<file path="config.mk">
export PLATFORM = sky130hd
export DESIGN_NAME = seeprom_i2c_slave
export DESIGN_NICKNAME = d
export VERILOG_FILES = /design/src/rtl/seeprom_pkg.sv /design/src/rtl/seeprom_busmon.sv /design/src/rtl/seeprom_wrtimer.sv /design/src/rtl/seeprom_i2c_slave.sv
export SDC_FILE = /design/constraint.sdc
export NUM_CORES = 1
export LEC_CHECK = 0
export BUFFER_PORTS_ARGS = -buffer_cell sky130_fd_sc_hd__clkbuf_2
export CELL_PAD_IN_SITES_DETAIL_PLACEMENT = 0
export CELL_PAD_IN_SITES_GLOBAL_PLACEMENT = 2
export CORE_UTILIZATION = 38
export DETAILED_ROUTE_END_ITERATION = 7
export PLACE_DENSITY_LB_ADDON = 0.1
export RECOVER_POWER = 50
export SLEW_MARGIN = 5
export SYNTH_ARGS = -nofsm -noshare
export SYNTH_HDL_FRONTEND = slang
export SYNTH_SLANG_ARGS = --single-unit
</file>
<file path="constraint.sdc">
create_clock -name clk -period 3.6 [get_ports clk]
set_clock_uncertainty 0.05 [all_clocks]
set_input_delay 0.54 -clock clk [delete_from_list [all_inputs] [get_ports clk]]
set_output_delay 0.54 -clock clk [all_outputs]
set_load 0.05 [all_outputs]
</file>
<file path="src/rtl/seeprom_pkg.sv">
package seeprom_pkg;

    // Transaction phase of the slave.
    typedef enum logic [2:0] {
        PH_IDLE,
        PH_DEV,
        PH_ADR,
        PH_DAT,
        PH_RD
    } phase_e;

    // Bus events after synchronization.
    typedef struct packed {
        logic start;
        logic stop;
        logic rise;
        logic fall;
        logic scl;
        logic sda;
    } bus_ev_t;

    localparam logic [3:0] DEV_ID_DEFAULT = 4'b1010;

    function automatic logic dev_hit(input logic [7:0] b, input logic [3:0] id);
        return b[7:4] == id;
    endfunction

endpackage

</file>
<file path="src/rtl/seeprom_busmon.sv">
module seeprom_busmon
    import seeprom_pkg::*;
#(
    parameter int STAGES = 2
) (
    input  logic    clk,
    input  logic    rst,
    input  logic    scl_in,
    input  logic    sda_in,
    output bus_ev_t ev
);
    localparam int DEPTH = STAGES + 1;

    logic [DEPTH-1:0] scl_pipe;
    logic [DEPTH-1:0] sda_pipe;

    always_ff @(posedge clk) begin
        if (rst) begin
            scl_pipe <= '1;
            sda_pipe <= '1;
        end else begin
            scl_pipe <= {scl_pipe[DEPTH-2:0], scl_in};
            sda_pipe <= {sda_pipe[DEPTH-2:0], sda_in};
        end
    end

    logic scl_now, scl_old, sda_now, sda_old;
    assign scl_now = scl_pipe[DEPTH-2];
    assign scl_old = scl_pipe[DEPTH-1];
    assign sda_now = sda_pipe[DEPTH-2];
    assign sda_old = sda_pipe[DEPTH-1];

    always_comb begin
        ev.start = scl_now & scl_old & sda_old & ~sda_now;
        ev.stop  = scl_now & scl_old & ~sda_old & sda_now;
        ev.rise  = scl_now & ~scl_old;
        ev.fall  = ~scl_now & scl_old;
        ev.scl   = scl_now;
        ev.sda   = sda_now;
    end

endmodule

</file>
<file path="src/rtl/seeprom_wrtimer.sv">
module seeprom_wrtimer #(
    parameter int CYCLES = 50000
) (
    input  logic clk,
    input  logic rst,
    input  logic kick,
    output logic busy
);
    localparam int CW = $clog2(CYCLES + 1);

    logic [CW-1:0] cnt;

    always_ff @(posedge clk) begin
        if (rst) begin
            cnt <= '0;
        end else if (kick) begin
            cnt <= CW'(CYCLES);
        end else if (cnt != '0) begin
            cnt <= cnt - 1'b1;
        end
    end

    assign busy = (cnt != '0);

endmodule

</file>
<file path="src/rtl/seeprom_i2c_slave.sv">
module seeprom_i2c_slave
    import seeprom_pkg::*;
#(
    parameter int         ADDR_W      = 11,
    parameter int         PAGE_W      = 4,
    parameter logic [3:0] DEV_ID      = DEV_ID_DEFAULT,
    parameter int         WR_CYCLES   = 50000,
    parameter int         SYNC_STAGES = 2
) (
    input  logic              clk,
    input  logic              rst,
    input  logic              scl_in,
    input  logic              sda_in,
    input  logic              wp_in,
    output logic              sda_pull,
    output logic [ADDR_W-1:0] rd_addr,
    input  logic [7:0]        rd_data,
    output logic              pb_clear,
    output logic              pb_load,
    output logic [ADDR_W-1:0] pb_addr,
    output logic [7:0]        pb_data,
    output logic              pb_commit,
    output logic              wr_busy
);
    // Block bits carried in the header: device byte bits BLK_W..1.
    localparam int BLK_W = ADDR_W - 8;
    localparam logic [PAGE_W-1:0] PG_ONE  = PAGE_W'(1);
    localparam logic [ADDR_W-1:0] PTR_ONE = ADDR_W'(1);

    bus_ev_t ev;

    seeprom_busmon #(.STAGES(SYNC_STAGES)) u_busmon (
        .clk    (clk),
        .rst    (rst),
        .scl_in (scl_in),
        .sda_in (sda_in),
        .ev     (ev)
    );

    seeprom_wrtimer #(.CYCLES(WR_CYCLES)) u_wrtimer (
        .clk  (clk),
        .rst  (rst),
        .kick (pb_commit),
        .busy (wr_busy)
    );

    function automatic logic [ADDR_W-1:0] page_step(input logic [ADDR_W-1:0] p);
        return {p[ADDR_W-1:PAGE_W], p[PAGE_W-1:0] + PG_ONE};
    endfunction

    phase_e            ph;
    logic [3:0]        bcnt;
    logic              ack_ph;
    logic              ack_go;
    logic              rw;
    logic              wp_lat;
    logic              written;
    logic              mack;
    logic [7:0]        shreg;
    logic [7:0]        txreg;
    logic [ADDR_W-1:0] ptr;
    logic [7:0]        rx_byte;
    logic              receiving;

    assign rx_byte   = {shreg[6:0], ev.sda};
    assign receiving = (ph == PH_DEV) || (ph == PH_ADR) || (ph == PH_DAT);
    assign rd_addr   = ptr;

    always_ff @(posedge clk) begin
        if (rst) begin
            ph        <= PH_IDLE;
            bcnt      <= '0;
            ack_ph    <= 1'b0;
            ack_go    <= 1'b0;
            rw        <= 1'b0;
            wp_lat    <= 1'b0;
            written   <= 1'b0;
            mack      <= 1'b0;
            shreg     <= '0;
            txreg     <= '0;
            ptr       <= '0;
            sda_pull  <= 1'b0;
            pb_clear  <= 1'b0;
            pb_load   <= 1'b0;
            pb_addr   <= '0;
            pb_data   <= '0;
            pb_commit <= 1'b0;
        end else begin
            pb_clear  <= 1'b0;
            pb_load   <= 1'b0;
            pb_commit <= 1'b0;
            if (ev.start) begin
                ph       <= PH_DEV;
                bcnt     <= '0;
                ack_ph   <= 1'b0;
                sda_pull <= 1'b0;
                written  <= 1'b0;
            end else if (ev.stop) begin
                if (ph == PH_DAT && written) begin
                    pb_commit <= 1'b1;
                end
                ph       <= PH_IDLE;
                bcnt     <= '0;
                ack_ph   <= 1'b0;
                sda_pull <= 1'b0;
                written  <= 1'b0;
            end else if (receiving) begin
                if (ev.rise && bcnt < 4'd8) begin
                    shreg <= rx_byte;
                    bcnt  <= bcnt + 4'd1;
                    if (bcnt == 4'd7) begin
                        unique case (ph)
                            PH_DEV: begin
                                ack_go <= dev_hit(rx_byte, DEV_ID) && !wr_busy;
                                rw     <= rx_byte[0];
                                if (dev_hit(rx_byte, DEV_ID) && !wr_busy) begin
                                    ptr[ADDR_W-1:8] <= rx_byte[BLK_W:1];
                                end
                            end
                            PH_ADR: begin
                                ack_go    <= 1'b1;
                                ptr[7:0]  <= rx_byte;
                            end
                            default: begin
                                ack_go <= !wp_lat;
                                if (!wp_lat) begin
                                    pb_load <= 1'b1;
                                    pb_addr <= ptr;
                                    pb_data <= rx_byte;
                                    ptr     <= page_step(ptr);
                                    written <= 1'b1;
                                end
                            end
                        endcase
                    end
                end else if (ev.fall && bcnt == 4'd8 && !ack_ph) begin
                    ack_ph   <= 1'b1;
                    sda_pull <= ack_go;
                end else if (ev.fall && ack_ph) begin
                    ack_ph   <= 1'b0;
                    sda_pull <= 1'b0;
                    bcnt     <= '0;
                    if (ph == PH_DEV) begin
                        if (!ack_go) begin
                            ph <= PH_IDLE;
                        end else if (rw) begin
                            ph       <= PH_RD;
                            sda_pull <= ~rd_data[7];
                            txreg    <= {rd_data[6:0], 1'b0};
                            bcnt     <= 4'd1;
                        end else begin
                            ph <= PH_ADR;
                        end
                    end else if (ph == PH_ADR) begin
                        ph       <= PH_DAT;
                        wp_lat   <= wp_in;
                        pb_clear <= 1'b1;
                    end
                end
            end else if (ph == PH_RD) begin
                if (ev.fall && !ack_ph) begin
                    if (bcnt == 4'd8) begin
                        ack_ph   <= 1'b1;
                        sda_pull <= 1'b0;
                    end else begin
                        sda_pull <= ~txreg[7];
                        txreg    <= {txreg[6:0], 1'b0};
                        bcnt     <= bcnt + 4'd1;
                    end
                end else if (ev.rise && ack_ph) begin
                    mack <= ~ev.sda;
                    ptr  <= ptr + PTR_ONE;
                end else if (ev.fall && ack_ph) begin
                    ack_ph <= 1'b0;
                    if (mack) begin
                        sda_pull <= ~rd_data[7];
                        txreg    <= {rd_data[6:0], 1'b0};
                        bcnt     <= 4'd1;
                    end else begin
                        ph   <= PH_IDLE;
                        bcnt <= '0;
                    end
                end
            end
        end
    end


    busy_quiet_chk: assert property (@(posedge clk) disable iff (rst)
        (wr_busy && ph == PH_DEV) |-> !sda_pull);


    wp_nack_chk: assert property (@(posedge clk) disable iff (rst)
        (ph == PH_DAT && wp_lat) |-> !sda_pull);


    commit_on_stop_chk: assert property (@(posedge clk) disable iff (rst)
        pb_commit |-> $past(ev.stop));


    busy_after_commit_chk: assert property (@(posedge clk) disable iff (rst)
        pb_commit |=> wr_busy);


    pull_scl_low_chk: assert property (@(posedge clk) disable iff (rst)
        $rose(sda_pull) |-> !ev.scl);

endmodule

</file>
==> impl_metrics.env <==
export IMPL_rsz0062_at_grt="false"
export IMPL_htreeDepth=3
export IMPL_power_density_nw_per_um2=539.9
export IMPL_grt_pass1_vias=3235
export IMPL_min_delay_start="scl_in"
export IMPL_synth_seq_cells=83
export IMPL_critPathRequiredTime_ns=3.67
export IMPL_hold_viol=0
export IMPL_period_minus_slack_ns=2.998
export IMPL_synth_most_common_cell="dfxtp_1"
export IMPL_slew_violations=63
export IMPL_syn2layout_area_growth_pct=10.75
export IMPL_drt_iter0_markers=135
export IMPL_cts_tree="built"
export IMPL_synth_cells=472
export IMPL_fin_crit_sh=0.8328
export IMPL_cts_root_buf="clkbuf_8"
export IMPL_multiInputGateArea_um2=2236
export IMPL_die_h_um=105.4
export IMPL_r2r_start="u_wrtimer.cnt[2]$_SDFFE_PP0P_"
export IMPL_grt_pass1_wl_um=16520
export IMPL_synthTopCellsByArea="dfxtp_1 (41%), mux2i_1 (7.9%), a21oi_1 (5.4%)"
export IMPL_cts_hold_buf=0
export IMPL_grt_max_degree=63
export IMPL_layout_nets=527
export IMPL_regArea_um2=1662
export IMPL_criticalPathCategory="input port to flip-flop"
export IMPL_synth_top_flop_cell="dfxtp_1"
export IMPL_clk_latency_ns=0.36
export IMPL_syn_area_um2=4063
export IMPL_gr_usage_all_layers=0.1885
export IMPL_worstMarginPinSlew_ns=2.897
export IMPL_cts_inserted_buffers=9
export IMPL_postCtsSetupRepairBufs=0
export IMPL_outcome="complete, but fails checks"
export IMPL_start_util=0.3935
export IMPL_pin_count=48
export IMPL_wl_um=9951
export IMPL_ys_warn_count=0
export IMPL_cap_violations=1
export IMPL_die_area_um2=11110
export IMPL_die_w_um=105.4
export IMPL_dp_cells=634
export IMPL_drive_gt1_frac=0.09533
export IMPL_yosys_area_top_type="dfxtp_1"
export IMPL_avgSynthCellArea_um2=8.607
export IMPL_postCtsResizedCells=0
export IMPL_wire_per_inst_um=15.31
export IMPL_vias=3485
export IMPL_post_dp_hpwl_um=6855
export IMPL_design_core_area_um2=10320
export IMPL_clock_sinks=83
export IMPL_hold_depth=2
export IMPL_synth_edff_count=0
export IMPL_clock_fmax_mhz=333.5
export IMPL_r2r_end="rd_addr[8]$_SDFFE_PP0P_"
export IMPL_peakVddDrop_v=0.0002694
export IMPL_rows=37
export IMPL_avgViaCountPerCell=5.362
export IMPL_fill_cells=1073
export IMPL_hold_class="input port to flip-flop"
export IMPL_power_leakage_uw=0.001707
export IMPL_fin_tns_setup_ns=0
export IMPL_drc_errors=0
export IMPL_syn_nets=490
export IMPL_ant_nets=0
export IMPL_stdcell_count=650
export IMPL_cp_max_fo=62
export IMPL_startpoint_type="input port"
export IMPL_worst_ep_arrival_time_ns=3.07
export IMPL_synth_top_area_share=0.4090
export IMPL_cts_path_max_buffers=2
export IMPL_antenna_found_initial=0
export IMPL_hold_path_end="u_busmon.scl_pipe[0]$_SDFF_PP1_"
export IMPL_ys_async_sr_fraction=0
export IMPL_gp_congestion=0.8127
export IMPL_yosysSeqAreaShare=0.4090
export IMPL_overflow=0
export IMPL_setup_viol=0
export IMPL_violations="capacitance limit, slew limit"
export IMPL_yosysUniqueCellTypes=67
export IMPL_clk_pin_slew_ns=0.09
export IMPL_synth_commonest_cells="dfxtp_1 (83), nor2_1 (53), nand2_1 (45)"
export IMPL_firstDrtPassIters=4
export IMPL_slew_limit_headroom=-0.9313
export IMPL_end_kind="flip-flop"
export IMPL_rrSetupSlack_ns=0.93
export IMPL_io_buffers=47
export IMPL_reg2reg_depth=5
export IMPL_num_antenna_cells=0
sequential cells by signal (all words and copies together), names as in the netlist:
name,count
bcnt,4
pb_commit,1
u_busmon.scl_pipe,3
pb_clear,1
pb_data,8
sda_pull,1
txreg,7
wp_lat,1
u_wrtimer.cnt,16
shreg,7
rd_addr,11
u_busmon.sda_pipe,3
ack_go,1
ack_ph,1
mack,1
written,1
ph,3
pb_load,1
rw,1
pb_addr,11
cell type report:
type | count | share of cell area
multi-input cells | 353 | 0.4969
flip-flops and latches | 83 | 0.3693
repair buffers | 51 | 0.04839
well taps | 136 | 0.03782
clock buffers | 13 | 0.03309
inverters | 11 | 0.009177
clock inverters | 3 | 0.005284
layer usage:
layer	share of wire	vias up	track usage
met5	0	-	0
met4	0.0091	0	0.06036
met3	0.030	7	0.03958
met2	0.46	47	0.3031
met1	0.50	1662	0.2515
li1	-	1769	-
cells by family after synthesis:
| kind of cell | after synthesis | share of synthesized area |
|---|---|---|
| compound gates | 113 | 0.1854 |
| xor+xnor | 12 | 0.02587 |
| fa+ha+maj | 5 | 0.01540 |
| buf+inv | 36 | 0.03942 |
| flops | 83 | 0.4090 |
| mux | 32 | 0.07884 |
| simple gates | 191 | 0.2461 |
power by group:
group	leakage [uW]	total [uW]	switching (uW)	internal [uW]
combinational	0.000955	725	441	284
clock	0.0000799	615	343	272
sequential	0.000672	1090	82.9	1010
total	0.00171	2430	867	1560
cells in the final DEF, fill, tap and decap left out, drive strengths merged, types with 3 or more instances in the layout:
cell type,netlist,routed
nand3,17,17
a21oi,45,45
nand3b,4,4
nor3,11,11
nor2b,3,3
clkbuf,19,61
dfxtp,83,83
buf,6,3
and2,3,3
a31oi,5,5
nor3b,5,5
a211oi,11,11
nor2,54,54
a311oi,4,4
or3,10,10
mux2i,32,32
nand2,46,46
o21ai,25,25
and4,3,3
a221oi,3,3
nand2b,4,4
xnor2,12,12
or2,7,7
nor4,6,6
nand4,6,6
inv,10,10
ha,5,5
worst max-delay path, cell delays in order:
cell	delay, ns
clkbuf_1	0.10
clkbuf_1	2.06
o32ai_1	0.36
worst max path at each step:
stage          slack, ns                           from  depth (start not counted)                       to
5_1_grt             0.38                            rst                          3  rd_addr[8]$_SDFFE_PP0P_
3_3_place_gp        1.06             ph[0]$_SDFFE_PP0P_                          6    txreg[1]$_SDFFE_PP0P_
2_1_floorplan       1.36  u_wrtimer.cnt[8]$_SDFFE_PP0P_                          4                  wr_busy
6_report            0.60                            rst                          3  rd_addr[8]$_SDFFE_PP0P_
4_1_cts             0.84  u_wrtimer.cnt[8]$_SDFFE_PP0P_                          4                  wr_busy
3_5_place_dp        1.01             ph[0]$_SDFFE_PP0P_                          6    txreg[1]$_SDFFE_PP0P_
through the flow:
stage          power [uW]  cell area, um2  utilization  setup slack [ns]  hold WS, ns
5_1_grt              2593            4499       0.4358            0.3782       0.2863
2_1_floorplan        1690            4063            -             1.355       0.3395
4_1_cts              2462            4552       0.4409            0.8420       0.2790
3_5_place_dp         1837            4379       0.4242             1.006       0.3480
6_report             2429            4499       0.4358            0.6019       0.3030
3_3_place_gp         1825            4379       0.4242             1.060       0.3413
(Power assumes the default switching activity.)
